$ cat src/rtl/addr_dec_pkg.sv
package addr_dec_pkg;
  typedef enum logic [1:0] {RGN_FIX, RGN_LOW, RGN_MID, RGN_HIGH} region_e;

  typedef struct packed {
    logic    regHit;
    logic    ioHit;
    logic    sharedHit;
    region_e region;
  } dec_strobe_t;

  localparam int SEL_W   = 6;
  localparam int SEL_REG = 0;
  localparam int SEL_IO  = 1;
  localparam int SEL_SRC = 2;  // sources 2..5 follow the 2-bit code order
  localparam int SEL_RAM = 5;
  localparam logic [1:0] CODE_RAM = 2'b11;
  localparam logic [1:0] CODE_SYS = 2'b00;
endpackage

$ cat src/rtl/addr_dec_ctrl.sv
module addr_dec_ctrl
  import addr_dec_pkg::*;
#(
  parameter int ADDR_W    = 16,
  parameter int REG_BASE  = 'hFF00,
  parameter int REG_COUNT = 5,
  parameter logic [3:0] IO_NIBBLE = 4'hD
) (
  input  logic [ADDR_W-1:0] addr,
  input  logic              charSel,
  input  logic [1:0]        shareSize,
  input  logic              shareBottom,
  input  logic              shareTop,
  output dec_strobe_t       strb
);
  localparam logic [ADDR_W:0] REG_LO   = REG_BASE[ADDR_W:0];
  localparam logic [ADDR_W:0] REG_HI   = REG_LO + REG_COUNT[ADDR_W:0];
  localparam logic [ADDR_W:0] SPACE_SZ = {1'b1, {ADDR_W{1'b0}}};

  logic [ADDR_W:0] wideAddr;
  logic [ADDR_W:0] shareLen;
  logic            inBottom;
  logic            inTop;

  assign wideAddr = {1'b0, addr};

  always_comb begin
    unique case (shareSize)
      2'b00:   shareLen = (ADDR_W+1)'(1) << 10;
      2'b01:   shareLen = (ADDR_W+1)'(1) << 12;
      2'b10:   shareLen = (ADDR_W+1)'(1) << 13;
      default: shareLen = (ADDR_W+1)'(1) << 14;
    endcase
  end

  assign inBottom = shareBottom && (wideAddr < shareLen);
  assign inTop    = shareTop && (wideAddr >= (SPACE_SZ - shareLen));

  always_comb begin
    strb.regHit    = (wideAddr >= REG_LO) && (wideAddr < REG_HI);
    strb.ioHit     = (addr[ADDR_W-1 -: 4] == IO_NIBBLE) && !charSel;
    strb.sharedHit = inBottom || inTop;
    strb.region    = region_e'(addr[ADDR_W-1 -: 2]);
  end
endmodule

$ cat src/rtl/addr_dec_dp.sv
module addr_dec_dp
  import addr_dec_pkg::*;
#(
  parameter int CFG_W  = 8,
  parameter int BANK_W = 2
) (
  input  dec_strobe_t       strb,
  input  logic [CFG_W-1:0]  cfgWord,
  output logic [SEL_W-1:0]  selOut,
  output logic [BANK_W-1:0] ramBank
);
  logic [1:0] srcCode;
  logic       plainPath;

  always_comb begin
    unique case (strb.region)
      RGN_FIX:  srcCode = CODE_RAM;
      RGN_LOW:  srcCode = cfgWord[1] ? CODE_RAM : CODE_SYS;
      RGN_MID:  srcCode = cfgWord[3:2];
      default:  srcCode = cfgWord[5:4];
    endcase
  end

  assign plainPath      = !strb.regHit && !strb.ioHit;
  assign selOut[SEL_REG] = strb.regHit;
  assign selOut[SEL_IO]  = !strb.regHit && strb.ioHit;

  generate
    for (genvar i = 0; i < 4; i++) begin : g_src
      assign selOut[SEL_SRC+i] = plainPath && (srcCode == 2'(i));
    end
  endgenerate

  assign ramBank = (selOut[SEL_RAM] && !strb.sharedHit)
                   ? cfgWord[CFG_W-1 -: BANK_W] : '0;
endmodule

$ cat src/rtl/addr_map_decoder.sv
module addr_map_decoder
  import addr_dec_pkg::*;
(
  input  logic [15:0] addr,
  input  logic [7:0]  cfgWord,
  input  logic [1:0]  shareSize,
  input  logic        shareBottom,
  input  logic        shareTop,
  output logic [5:0]  selOut,
  output logic [1:0]  ramBank
);
  dec_strobe_t strb;

  addr_dec_ctrl #(.ADDR_W(16)) u_ctrl (
    .addr        (addr),
    .charSel     (cfgWord[0]),
    .shareSize   (shareSize),
    .shareBottom (shareBottom),
    .shareTop    (shareTop),
    .strb        (strb)
  );

  addr_dec_dp #(.CFG_W(8), .BANK_W(2)) u_dp (
    .strb    (strb),
    .cfgWord (cfgWord),
    .selOut  (selOut),
    .ramBank (ramBank)
  );
endmodule

$ cat config.mk
export PLATFORM = sky130hd
export DESIGN_NAME = addr_map_decoder
export DESIGN_NICKNAME = d
export VERILOG_FILES = /design/src/rtl/addr_dec_pkg.sv /design/src/rtl/addr_dec_ctrl.sv /design/src/rtl/addr_dec_dp.sv /design/src/rtl/addr_map_decoder.sv
export SDC_FILE = /design/constraint.sdc
export NUM_CORES = 1
export LEC_CHECK = 0
export CORE_AREA = 2 2 39 41
export DETAILED_ROUTE_END_ITERATION = 8
export DIE_AREA = 0 0 41 43
export DONT_BUFFER_PORTS = 1
export SETUP_SLACK_MARGIN = 0.02
export SLEW_MARGIN = 5
export SYNTH_ARGS = -nofsm -noshare
export SYNTH_HDL_FRONTEND = slang
export SYNTH_SLANG_ARGS = --single-unit
$ cat constraint.sdc
create_clock -name vclk -period 5.45
set_clock_uncertainty 0.15 [all_clocks]
set_input_delay 1.635 -clock vclk [all_inputs]
set_output_delay 1.635 -clock vclk [all_outputs]
set_load 0.01 [all_outputs]
# [After elaboration in Yosys (flattened, before gate mapping)]
# Cells that the tools add are included.
[op_classes] magnitude_cmp=4 mux=4 n_reduce_logical=19 n_eq_ne=8 n_addsub=1
[ops] cell="$pmux 15 s3" n=1
[ops] cell="$ge 16x17->1" n=1
[ops] cell="$sub 17x15->17 const A" n=1
[ops] cell="$ge 16x16->1 const B" n=1
[ops] cell="$lt 16x15->1" n=1
[ops] cell="$lt 16x16->1 const B" n=1
[ops] cell="$logic_and 1x1->1" n=11
[ops] cell="$eq 2x2->1 const B" n=4
[ops] cell="$eq 2x1->1 const B" n=3
[ops] cell="$logic_not 2->1" n=3
[ops] cell="$pmux 2 s3" n=1
[ops] cell="$eq 4x4->1 const B" n=1
[ops] cell="$logic_not 1->1" n=4
[ops] cell="$mux 2" n=2
[ops] cell="$logic_or 1x1->1" n=1
[totals] register_bits=0 out_inout_bits=8 inputBits=28 word_cells=36

# [Longest topological paths before layout]
[logic_depth] ltp_word=9 depth_mapped=8 ltp_nobuf=8

# [By module]
# Synthesis repeated with hierarchy kept, for this count alone.
[hier_totals] hier_cells=61 area_unflattened_um2=494.2
[modules_own_cells] module="addr_dec_ctrl" cells_per_inst=43 seq_area_each_um2=0.0 area_per_inst_um2=312.8 n_inst=1
[modules_own_cells] module="addr_dec_dp" cells_per_inst=18 seq_area_each_um2=0.0 area_per_inst_um2=181.4 n_inst=1

# [Least setup slack after synthesis]
# OpenSTA, ideal clock, no wires.
[synth_timing] path_kind="input to output" startpoint="input shareSize[1]" endpoint="output ramBank[0]" cell_stages=7 t_arrival_ns=2.979 n_path_buf=0 required_time_ns=3.665 slack_ns=0.686 path_cell_list="or2_2 ha_1 nor2b_1 o211ai_1 a21oi_1 nor4_1 and2_1"
[synth_via] elab_chain_len=9 word_cells_on_any_way=13 classes_between="1 x add/sub; 2 x order compare; 2 x eq/ne; 2 x mux; 6 x reduce/logical"
[synth_lines] item="from (decl)" line="addr_map_decoder.sv:6" text="input logic [1:0] shareSize,"
[synth_lines] item="$eq 2x2->1 (tied with other cells)" line="addr_dec_ctrl.sv:28" text="unique case (shareSize)"
[synth_lines] item="$pmux 15 s3 (*)" line="addr_dec_ctrl.sv:28"
[synth_lines] item="$sub 17x15->17" line="addr_dec_ctrl.sv:37" text="assign inTop = shareTop && (wideAddr >= (SPACE_SZ - shareLen));"
[synth_lines] item="$ge 16x17->1" line="addr_dec_ctrl.sv:37"
[synth_lines] item="$logic_and 1x1->1" line="addr_dec_ctrl.sv:37"
[synth_lines] item="$logic_or 1x1->1 (*)" line="addr_dec_ctrl.sv:42" text="strb.sharedHit = inBottom || inTop;"
[synth_lines] item="$logic_not 1->1 (*)" line="addr_dec_dp.sv:34" text="assign ramBank = (selOut[SEL_RAM] && !strb.sharedHit)"
[synth_lines] item="$logic_and 1x1->1 (*)" line="addr_dec_dp.sv:34"
[synth_lines] item="$mux 2 (*)" line="addr_dec_dp.sv:35" text="? cfgWord[CFG_W-1 -: BANK_W] : '0;"
[synth_lines] item="to (decl)" line="addr_map_decoder.sv:10" text="output logic [1:0] ramBank"
# Every way passes the cells marked *; elsewhere a longest branch is shown, timed or not.

# [Worst setup path in the final report]
[layout_timing] startpoint="input shareSize[1]" endpoint="output ramBank[1]"
# Same word-level chain as after synthesis.

==> metrics <==
total power 26.0 uW; clock period minus worst slack 4.88 ns; Avg Inst Size Synth 7.40 sq um; Mapped Nets 95; Area Growth Syn to Fin 5.44%; drt pass-1 iters 4; Crit. End Element primary output; largest net degree at the start of global routing 8; Critical Path RT 3.67 ns; Remaining DRCs 0; Chip Width 41 um; DRT iter0 DRCs 2; CP arrival 3.10 ns; antenna viol nets, final 0; Mapped Cells 59; area post-placement 460 sq um; max_cap viols 0; post-CTS setup buffer count 0; number of placement rows 14; # IOs 36; worst-path maximum fanout 5; VDD IR max 0.0146 mV; PD cells 56.5 nW/um^2; post-cts repair resize count 0; fill count 158; fmax 0.205 GHz; Seq. cell area 0 sq um; Starting Density 0.316; routed len/inst 12.7 um; Synth cell types 31; RSZ-0062 raised after global routing no; Post-Layout Cell Count 75; Synth warnings 0; Post-layout nets 97; initial antenna violation count 0; hold_buf cts 0; grt total ovfl 0; Hold Startpoint cfgWord[6]; Final TNS setup 0 ns; worst setup path start shareSize[1]; multi-input logic area 422 sq um; hpwl dp 891 um; worst setup margin 0.568 ns; routed via count 433; setup violators final 0; cell area after synthesis 437 sq um; crit start category input pin; Seq cells 0; fin area 460 sq um; GR Util All Layers 0.117; post-route clock period utilization 0.896; share of the synthesized area in the top cell type 0.229; register area share after synthesis 0; Cells after DPL 75; CORE AREA 1380 sq um; Vias/cell 5.77; worst slack, placed 0.561 ns; Pins Over Slew Limit 0; Die Ht 43 um; top cells by area, synth ha_1 23%, nor3b_1 5.2%, mux2i_1 4.6%, and2_1 4.3%, nand2b_1 4.3%; Port Buffers 0; Fin. Hold Viols 0; layout cells sized above 1 0.0847; first-pass GRT wire length 1550 um; Detailed Route WL 949 um; class of the worst hold path input pin to primary output; area leader, netlist ha_1; Hold Crit Depth 1; vias in the first global route 416; n_diodes 0; WS Path Type input pin to primary output; worst min-delay path endpoint ramBank[0]; Placer Congestion 0.749; die area 1760 sq um; Static Leak 0.197 nW; run status finished clean; # clk buffers 0
[power by group]
part	switching, mW	leakage, nW	total [mW]	internal, mW
clock network	0	0	0	0
logic	0.0133	0.197	0.0260	0.0127
registers	0	0	0	0
total	0.0133	0.197	0.0260	0.0127
[layout by cell type (no fill, tap or decap), types with 3 or more instances in the layout]
cell and instances:
ha_1 8, nand2b_1 3, a21oi_1 3, nand2_1 3, nor2_1 4, nor3_1 3, and2_1 3, inv_1 3
nor3b_1 3
[cell families (layout without fill, tap and decap cells)]
family / after synthesis / in the layout / synth area share
muxes: 2 / 2 / 0.0458
AOI/OAI and AO/OA: 12 / 12 / 0.212
other: 1 / 1 / 0.00859
and+or+nand+nor: 32 / 32 / 0.470
adders and majority gates: 8 / 8 / 0.229
buffers and inverters: 4 / 4 / 0.0344
[through the flow]
stage	util	hold slack (ns)
after floorplan	-	3.18
after global placement	0.333	3.27
after detailed placement	0.333	3.27
after CTS	0.333	3.27
after global routing	0.333	3.28
final	0.333	3.27
[worst max-delay path, cell delays in order]
cell and delay [ns]:
or2_2 0.29, ha_1 0.29, nor2b_1 0.14, o211ai_1 0.15, a21oi_1 0.09, nor4_1 0.29
and2_1 0.23
[Yosys cell counts]
cell	n
a211oi_1	2
a21o_1	1
a21oi_1	3
and2_1	3
and3b_1	1
and4_1	1
clkbuf_1	1
conb_1	1
ha_1	8
inv_1	3
mux2i_1	2
nand2_1	3
nand2_4	1
nand2b_1	3
nand4_1	2
nand4b_1	1
nor2_1	4
nor2b_1	1
nor3_1	3
nor3b_1	3
nor4_1	1
nor4b_1	1
o211a_1	1
o211ai_1	1
o21ai_0	2
o21bai_4	1
o311ai_1	1
or2_2	1
or3_1	1
or3b_1	1
or4_4	1
[area by class of cell]
cell class / instances / share of cell area
repair buffers: 1 / 0.0163
inverters: 3 / 0.0245
multi-input cells: 55 / 0.916
well taps: 16 / 0.0435
[how the worst max path moves through the flow]
stage	endpoint	slack, ns	depth (start not counted)
6_report	ramBank[1]	0.57	7
3_5_place_dp	ramBank[1]	0.56	7
3_3_place_gp	ramBank[1]	0.58	7
5_1_grt	ramBank[0]	0.44	7
2_1_floorplan	ramBank[0]	0.69	7
4_1_cts	ramBank[1]	0.56	7
[layer usage]
layer,vias to the layer above,global-route usage,share of wire
li1,223,-,-
met1,185,0.152,0.40
met2,25,0.213,0.46
met3,0,0.00524,0.14
met4,0,0,0
met5,-,0,0
(Power assumes the default switching activity.)
